==> src/rtl/cond_sub_divider.sv <==
module cond_sub_divider #(
  parameter int W = 16
) (
  input  logic         clk,
  input  logic         rst_n,
  input  logic         start,
  input  logic         is_signed,
  input  logic [W-1:0] dividend,
  input  logic [W-1:0] divisor,
  output logic         busy,
  output logic         done,
  output logic [W-1:0] quotient,
  output logic [W-1:0] remainder,
  output logic         div_zero
);
  localparam int WW = 2 * W;
  localparam int CW = $clog2(W + 1);

  logic [WW-1:0] work;
  logic [W-1:0]  dsr;
  logic [W-1:0]  dvd_raw;
  logic          neg, zero_dv, run, fin;
  logic [CW-1:0] steps;

  wire          a_neg  = is_signed & dividend[W-1];
  wire          b_neg  = is_signed & divisor[W-1];
  wire [W-1:0]  a_mag  = a_neg ? -dividend : dividend;
  wire [W-1:0]  b_mag  = b_neg ? -divisor : divisor;

  wire [WW:0]   alu    = {1'b0, work} - ({{(W+1){1'b0}}, dsr} << (W-1));
  wire [WW-1:0] nxt    = alu[WW] ? (work << 1) : ((alu[WW-1:0] << 1) | WW'(1));
  wire [W-1:0]  q_mag  = work[W-1:0];
  wire [W-1:0]  q_fix  = neg ? -q_mag : q_mag;

  assign busy = run | fin;

  always_ff @(posedge clk or negedge rst_n) begin
    if (!rst_n) begin
      work      <= '0;
      dsr       <= '0;
      dvd_raw   <= '0;
      neg       <= 1'b0;
      zero_dv   <= 1'b0;
      run       <= 1'b0;
      fin       <= 1'b0;
      steps     <= '0;
      done      <= 1'b0;
      quotient  <= '0;
      remainder <= '0;
      div_zero  <= 1'b0;
    end else begin
      done <= 1'b0;
      if (!run && !fin) begin
        if (start) begin
          work    <= {{W{1'b0}}, a_mag};
          dsr     <= b_mag;
          dvd_raw <= dividend;
          neg     <= a_neg ^ b_neg;
          zero_dv <= (divisor == '0);
          run     <= 1'b1;
          steps   <= '0;
        end
      end else if (run) begin
        work  <= nxt;
        steps <= steps + CW'(1);
        if (steps == CW'(W - 1)) begin
          run <= 1'b0;
          fin <= 1'b1;
        end
      end else begin
        fin       <= 1'b0;
        done      <= 1'b1;
        quotient  <= zero_dv ? '1 : q_fix;
        remainder <= zero_dv ? dvd_raw : work[WW-1:W];
        div_zero  <= zero_dv;
      end
    end
  end
endmodule

==> config.mk <==
export PLATFORM = sky130hd
export DESIGN_NAME = cond_sub_divider
export DESIGN_NICKNAME = d
export VERILOG_FILES = /design/src/rtl/cond_sub_divider.sv
export SDC_FILE = /design/constraint.sdc
export NUM_CORES = 1
export LEC_CHECK = 0
export ABC_AREA = 0
export BUFFER_PORTS_ARGS = -buffer_cell sky130_fd_sc_hd__clkbuf_2
export CORE_ASPECT_RATIO = 0.6
export CORE_MARGIN = 4
export CORE_UTILIZATION = 25
export DETAILED_ROUTE_END_ITERATION = 6
export PLACE_DENSITY_LB_ADDON = 0.15
export SETUP_SLACK_MARGIN = 0.02
export SLEW_MARGIN = 5
export SYNTH_ARGS = -nofsm -noshare
export SYNTH_HDL_FRONTEND = slang
export SYNTH_SLANG_ARGS = --single-unit
==> constraint.sdc <==
create_clock -name clk -period 2.9 [get_ports clk]
set_input_delay 0.435 -clock clk [delete_from_list [all_inputs] [get_ports clk]]
set_output_delay 0.435 -clock clk [all_outputs]
set_load 0.03 [all_outputs]
; ---- Word level (Yosys, flattened, before mapping)
; Cells that the tools add are included.
[classes]
n_mux = 20
n_addsub = 5
bitwise_logic = 6
reduce_logical = 9
n_eq_ne = 3
[op_table]
columns = cell, n
row1 = 32-bit two-way mux, 4
row2 = 16-bit two-way mux, 5
row3 = 16-bit negation, 3
row4 = 32-bit by 31-bit subtractor with 33-bit output, 1
row5 = 16-bit logical NOT, 1
row6 = 5-bit two-way mux, 3
row7 = 1-bit two-way mux, 8
row8 = 2-bit AND reduction, 4
row9 = "5-bit by 1-bit adder with 5-bit output, second input constant", 1
row10 = "5-bit by 4-bit == test with 1-bit output, second input constant", 1
row11 = 1-bit AND, 2
row12 = 1-bit logical NOT, 2
row13 = "2-bit by 1-bit != test with 1-bit output, second input constant", 1
row14 = "2-bit != test, second input constant", 1
row15 = 1-bit inverter, 2
row16 = 2-bit nonzero test, 1
row17 = 1-bit logical AND, 1
row18 = 1-bit bitwise OR, 1
row19 = 1-bit XOR, 1
[word_totals]
inputBits = 36
elab_cells = 55
register_bits = 107
out_inout_bits = 35

; ---- Longest topological paths before layout
[depth]
word_depth = 4
ltp_mapped = 10
depth_no_buf = 9

; ---- Worst setup path after synthesis
; OpenSTA, ideal clock, no wires.
[synth_path]
path_type = reg-to-reg
startpoint = reg work[21]
endpoint = reg work[30]
n_path_buf = 1
required_ns = 2.774
setup_time_ns = 0.126
period_less_slack_ns = 2.201
path_slack_ns = 0.699
t_arrival_ns = 2.075
stages_incl_launch_ff = 9
cell_sequence = dfrtp_1 ha_1 buf_2 a21oi_1 o21ai_1 or2_2 o211ai_2 a2111oi_0 a311o_1
[synth_via]
elab_chain_cells = 4
[synth_rtl]
columns = item, line
row1 = start: declaration, 19  ; logic [WW-1:0] work;
row2 = start signal: assignment, 55  ; work <= {{W{1'b0}}, a_mag};
row3 = start signal: assignment, 64  ; work <= nxt;
row4 = 32-bit by 31-bit subtractor with 33-bit output, 30  ; wire [WW:0] alu = {1'b0, work} - ({{(W+1){1'b0}}, dsr} << (W-1));
row5 = 32-bit two-way mux, 31  ; wire [WW-1:0] nxt = alu[WW] ? (work << 1) : ((alu[WW-1:0] << 1) | WW'(1));
row6 = 32-bit two-way mux, 63  ; end else if (run) begin
row7 = 32-bit two-way mux, 53  ; if (!run && !fin) begin
; Every way passes these cells. The select of a mux whose other input is x is not followed.
; A chain may end at the register's enable or synchronous reset.

; ---- Worst setup path in the final report
[layout_path]
startpoint = reg work[15]
endpoint = reg work[28]
; The elaborated chain is that of the path after synthesis.

==> impl_metrics.prom <==
# TYPE chip_impl_metric gauge
chip_impl_info{name="status",value="finished, final reports clean"} 1
chip_impl_metric{name="vdd_ir_drop_max",unit="mV"} 0.464
chip_impl_metric{name="final_min_period_over_clock_period",unit=""} 0.908
chip_impl_info{name="final_cell_mix",value="sky130_fd_sc_hd__nand2_1 (113), sky130_fd_sc_hd__dfrtp_1 (107), sky130_fd_sc_hd__clkbuf_2 (69)"} 1
chip_impl_metric{name="via_count",unit=""} 5590
chip_impl_info{name="timing.hold.worst.class",value="in2async"} 1
chip_impl_info{name="final_common_cell",value="sky130_fd_sc_hd__nand2_1"} 1
chip_impl_metric{name="die_y",unit="um"} 133
chip_impl_metric{name="synth_mux_area_frac",unit=""} 0.0309
chip_impl_info{name="end_kind",value="flip-flop"} 1
chip_impl_metric{name="setup_violations",unit=""} 0
chip_impl_metric{name="grt_use_total",unit=""} 0.149
chip_impl_info{name="netlist_top_cells_area",value="sky130_fd_sc_hd__dfrtp_1 (41%), sky130_fd_sc_hd__nand2_1 (6.6%), sky130_fd_sc_hd__o21ai_0 (4.9%)"} 1
chip_impl_metric{name="grt_pass1_wl",unit="um"} 33000
chip_impl_metric{name="seqPwrFrac",unit=""} 0.300
chip_impl_metric{name="final_cell_count_no_fill",unit=""} 1165
chip_impl_metric{name="min_tclk_post_route",unit="ns"} 2.63
chip_impl_metric{name="comb_power_share",unit=""} 0.576
chip_impl_metric{name="share_clk_of_total_power",unit=""} 0.124
chip_impl_metric{name="insertedDiodeCount",unit=""} 0
chip_impl_info{name="rsz0062_at_grt",value="no"} 1
chip_impl_metric{name="gp_congestion",unit=""} 0.827
chip_impl_metric{name="fin_nets",unit=""} 866
chip_impl_metric{name="maxSlewViolCount",unit=""} 0
chip_impl_metric{name="syn_avg_cell_area",unit="um2"} 8.63
chip_impl_metric{name="avgRoutedWirePerCell",unit="um"} 17.8
chip_impl_metric{name="grt_start_max_net_pins",unit=""} 52
chip_impl_metric{name="critical-path-max-stage-delay",unit="ns"} 0.52
chip_impl_metric{name="gr-total-overflow",unit=""} 0
chip_impl_metric{name="max-slew-margin-rel",unit=""} 0.259
chip_impl_metric{name="p_sw",unit="uW"} 4600
chip_impl_metric{name="worst_skew_pair.late_latency",unit="ns"} 0.36
chip_impl_info{name="synth_top_family_by_area",value="simple AND/OR/NAND/NOR gates"} 1
chip_impl_metric{name="ctsHtreeMaxLevel",unit=""} 3
chip_impl_metric{name="drive_gt1_frac",unit=""} 0.155
chip_impl_metric{name="synth-warning-count",unit=""} 0
chip_impl_metric{name="total_leakage_power",unit="uW"} 0.00333
chip_impl_metric{name="postLayoutCoreUtil",unit=""} 0.296
chip_impl_metric{name="yosys_register_bits",unit=""} 107
chip_impl_info{name="cts_tree",value="done"} 1
chip_impl_info{name="cp_slowest_cell",value="sky130_fd_sc_hd__o311ai_0"} 1
chip_impl_metric{name="timing.reg2reg.setup_slack",unit="ns"} 0.27
chip_impl_metric{name="synth_compound_area_frac",unit=""} 0.194
chip_impl_metric{name="grt_antenna_before_repair",unit=""} 0
chip_impl_metric{name="finalPower",unit="uW"} 9530
chip_impl_metric{name="power_density",unit="mW/mm2"} 1270
chip_impl_metric{name="cts_inserted_buffers",unit=""} 9
chip_impl_metric{name="std_cell_rows",unit=""} 45
chip_impl_metric{name="critPathRequiredTime",unit="ns"} 3.14
chip_impl_metric{name="synth.net_count",unit=""} 808
chip_impl_metric{name="yosysUniqueCellTypes",unit=""} 67
chip_impl_info{name="postSynth.topFlopCell",value="sky130_fd_sc_hd__dfrtp_1"} 1
chip_impl_info{name="cts_root_buffer",value="sky130_fd_sc_hd__clkbuf_16"} 1
chip_impl_info{name="cp_cell_sequence",value="inv_1 > ha_1 > fa_1 > nor2b_1 > o311ai_1 > buf_4 > nand2_1 > o311ai_0 > a211o_1 > o211ai_1"} 1
chip_impl_metric{name="placement.cell_area",unit="mm2"} 0.00725
chip_impl_metric{name="power.internal",unit="uW"} 4930
chip_impl_metric{name="netlist_instances",unit=""} 750
chip_impl_metric{name="wl",unit="um"} 20700
chip_impl_metric{name="placed_instances",unit=""} 1149
chip_impl_metric{name="number_of_synthesized_flops_with_an_enable_pin",unit=""} 0
chip_impl_metric{name="io_pins",unit=""} 71
chip_impl_metric{name="drcViolationCount",unit=""} 0
chip_impl_metric{name="asyncSetResetFlopFracSynth",unit=""} 1.00
chip_impl_metric{name="ant_nets",unit=""} 0
chip_impl_metric{name="sw_frac_of_total",unit=""} 0.483
chip_impl_metric{name="die_width",unit="um"} 216
chip_impl_metric{name="area_delta_synth_final",unit="%"} 16.2
chip_impl_metric{name="cts.repair_timing.setup_buffer_count",unit=""} 0
chip_impl_metric{name="postCtsHoldBufs",unit=""} 0
chip_impl_metric{name="first_global_vias",unit=""} 5403
chip_impl_metric{name="r2r_cells",unit=""} 10
chip_impl_metric{name="coreArea",unit="mm2"} 0.0254
chip_impl_info{name="rr_startpoint",value="work[15]$_DFFE_PN0P_"} 1
chip_impl_metric{name="synth_sequential_area_ratio",unit=""} 0.414
chip_impl_info{name="area_leader_netlist",value="sky130_fd_sc_hd__dfrtp_1"} 1
chip_impl_metric{name="number_of_hold_violations_in_the_final_report",unit=""} 0
chip_impl_metric{name="fmax",unit="MHz"} 380
chip_impl_metric{name="fin_worst_skew",unit="ns"} 0.00933
chip_impl_metric{name="worst-path-buf-inv",unit=""} 2
chip_impl_metric{name="synthAdderAreaFrac",unit=""} 0.0437
chip_impl_metric{name="synth.cell_area",unit="mm2"} 0.00647
chip_impl_metric{name="final_design_area_no_fill",unit="mm2"} 0.00752
chip_impl_metric{name="path_clk_slew",unit="ns"} 0.08
chip_impl_metric{name="floorplan.initialDensity",unit=""} 0.255
chip_impl_metric{name="hpwlAfterDp",unit="um"} 15600
chip_impl_metric{name="maxCapViolations",unit=""} 0
chip_impl_metric{name="critical_path.max_fanout",unit=""} 4
chip_impl_metric{name="io_buffers",unit=""} 70
chip_impl_metric{name="synth_top_area_frac",unit=""} 0.414
chip_impl_metric{name="timing_worst_slew_pin_value",unit="ns"} 1.11
chip_impl_metric{name="finalSetupTns",unit="ns"} 0
chip_impl_metric{name="cts.sink_count",unit=""} 107
chip_impl_metric{name="drt-vias-per-instance",unit=""} 4.80
chip_impl_metric{name="drt_iter0_markers",unit=""} 540
chip_impl_metric{name="post_cts.resized_instances",unit=""} 0
chip_impl_metric{name="post_synthesis_share_of_cell_area_spent_on_xor_and_xnor_gates",unit=""} 0.0676
chip_impl_info{name="worstReg2RegEnd",value="work[28]$_DFFE_PN0P_"} 1
chip_impl_info{name="criticalPathCategory",value="reg2reg"} 1
chip_impl_metric{name="cts_max_path_buffers",unit=""} 2
chip_impl_metric{name="fp.dieArea",unit="mm2"} 0.0286
chip_impl_info{name="path_delay_family",value="compound AO/OA/AOI/OAI gates"} 1
chip_impl_metric{name="yosys.area_share.simple",unit=""} 0.198
chip_impl_metric{name="worst-endpoint-arrival",unit="ns"} 2.88
chip_impl_metric{name="firstDrtPassIters",unit=""} 5
chip_impl_info{name="critical_path.startpoint_type",value="flip-flop"} 1
==> power by group through the flow <==
stage | Combinational, uW | Sequential, uW | Clock (uW)
global placement | 5520 | 2870 | 0
CTS | 5480 | 2860 | 1230
global route | 6140 | 2960 | 1290
detailed placement | 5440 | 2880 | 0
finish | 5490 | 2850 | 1180
floorplan | 3550 | 3110 | 0
==> worst register-to-register path, cell delays in order (launching register included) <==
cell	delay, ns
sky130_fd_sc_hd__dfrtp_1	0.39
sky130_fd_sc_hd__inv_1	0.14
sky130_fd_sc_hd__ha_1	0.21
sky130_fd_sc_hd__fa_1	0.22
sky130_fd_sc_hd__nor2b_1	0.09
sky130_fd_sc_hd__o311ai_1	0.40
sky130_fd_sc_hd__buf_4	0.19
sky130_fd_sc_hd__nand2_1	0.10
sky130_fd_sc_hd__o311ai_0	0.52
sky130_fd_sc_hd__a211o_1	0.17
sky130_fd_sc_hd__o211ai_1	0.08
==> registers in the layout (all words and copies together), names as in the netlist, 5 cells and up <==
signal,count
dvd_raw,16
steps,5
remainder,16
work,32
quotient,16
dsr,16
==> cells by family (layout without fill, tap and decap cells) <==
logic type / Yosys count / count (layout)
buffers and inverters: 78 / 141
flip-flops: 107 / 107
multiplexers: 20 / 20
AO/OA/AOI/OAI: 200 / 200
XOR/XNOR: 50 / 50
AND/OR/NAND/NOR: 273 / 273
adder cells (fa/ha/maj): 22 / 22
==> metal layers <==
| metal | part of all wire | vias to the layer above | GRT usage |
|---|---|---|---|
| met4 | 0.0069 | 0 | 0.0222 |
| met5 | 0 | - | 0 |
| met3 | 0.046 | 13 | 0.0298 |
| met1 | 0.60 | 2673 | 0.264 |
| li1 | - | 2753 | - |
| met2 | 0.35 | 151 | 0.174 |
==> layout make-up <==
cell class	instances	area, um2
fillers	2806	17900
repair buffers	94	558
clock inverters	7	45.0
well taps	352	440
flip-flops and latches	107	2680
multi-input cells	565	3460
clock buffers	9	225
inverters	31	116
==> how the worst max path moves through the flow <==
stage | to | from | slack, ns | cells past startpoint
CTS | work[28]$_DFFE_PN0P_ | work[15]$_DFFE_PN0P_ | 0.22 | 10
detailed placement | work[28]$_DFFE_PN0P_ | work[15]$_DFFE_PN0P_ | 0.24 | 10
floorplan | work[30]$_DFFE_PN0P_ | work[21]$_DFFE_PN0P_ | 0.70 | 8
finish | work[28]$_DFFE_PN0P_ | work[15]$_DFFE_PN0P_ | 0.27 | 10
global placement | work[28]$_DFFE_PN0P_ | work[15]$_DFFE_PN0P_ | 0.22 | 10
global route | work[28]$_DFFE_PN0P_ | work[15]$_DFFE_PN0P_ | 0.05 | 10
==> metrics by stage <==
step | setup WS [ns] | hold slack (ns)
after global placement | 0.217 | 0.454
after CTS | 0.223 | 0.132
final | 0.267 | 0.111
after floorplan | 0.699 | 0.139
after detailed placement | 0.242 | 0.459
after global routing | 0.0546 | 0.153
==> synthesized netlist by cell type (all sizes together), types with 3 or more instances <==
master  count
a211oi      3
a21o        5
a21oi      59
a22oi       4
a31oi       3
a41oi       5
and2        3
and3       14
buf         8
clkbuf     39
dfrtp     107
ha         21
inv        30
mux2i      20
nand2     114
nand2b     10
nand3      26
nand3b      3
nand4       8
nor2       58
nor2b       6
nor3       14
nor4        5
o211a       4
o211ai     15
o21ai      65
o31ai      15
o41ai       5
or4         3
xnor2      30
xor2       20
Note: power is estimated with default switching activity, not from simulation.
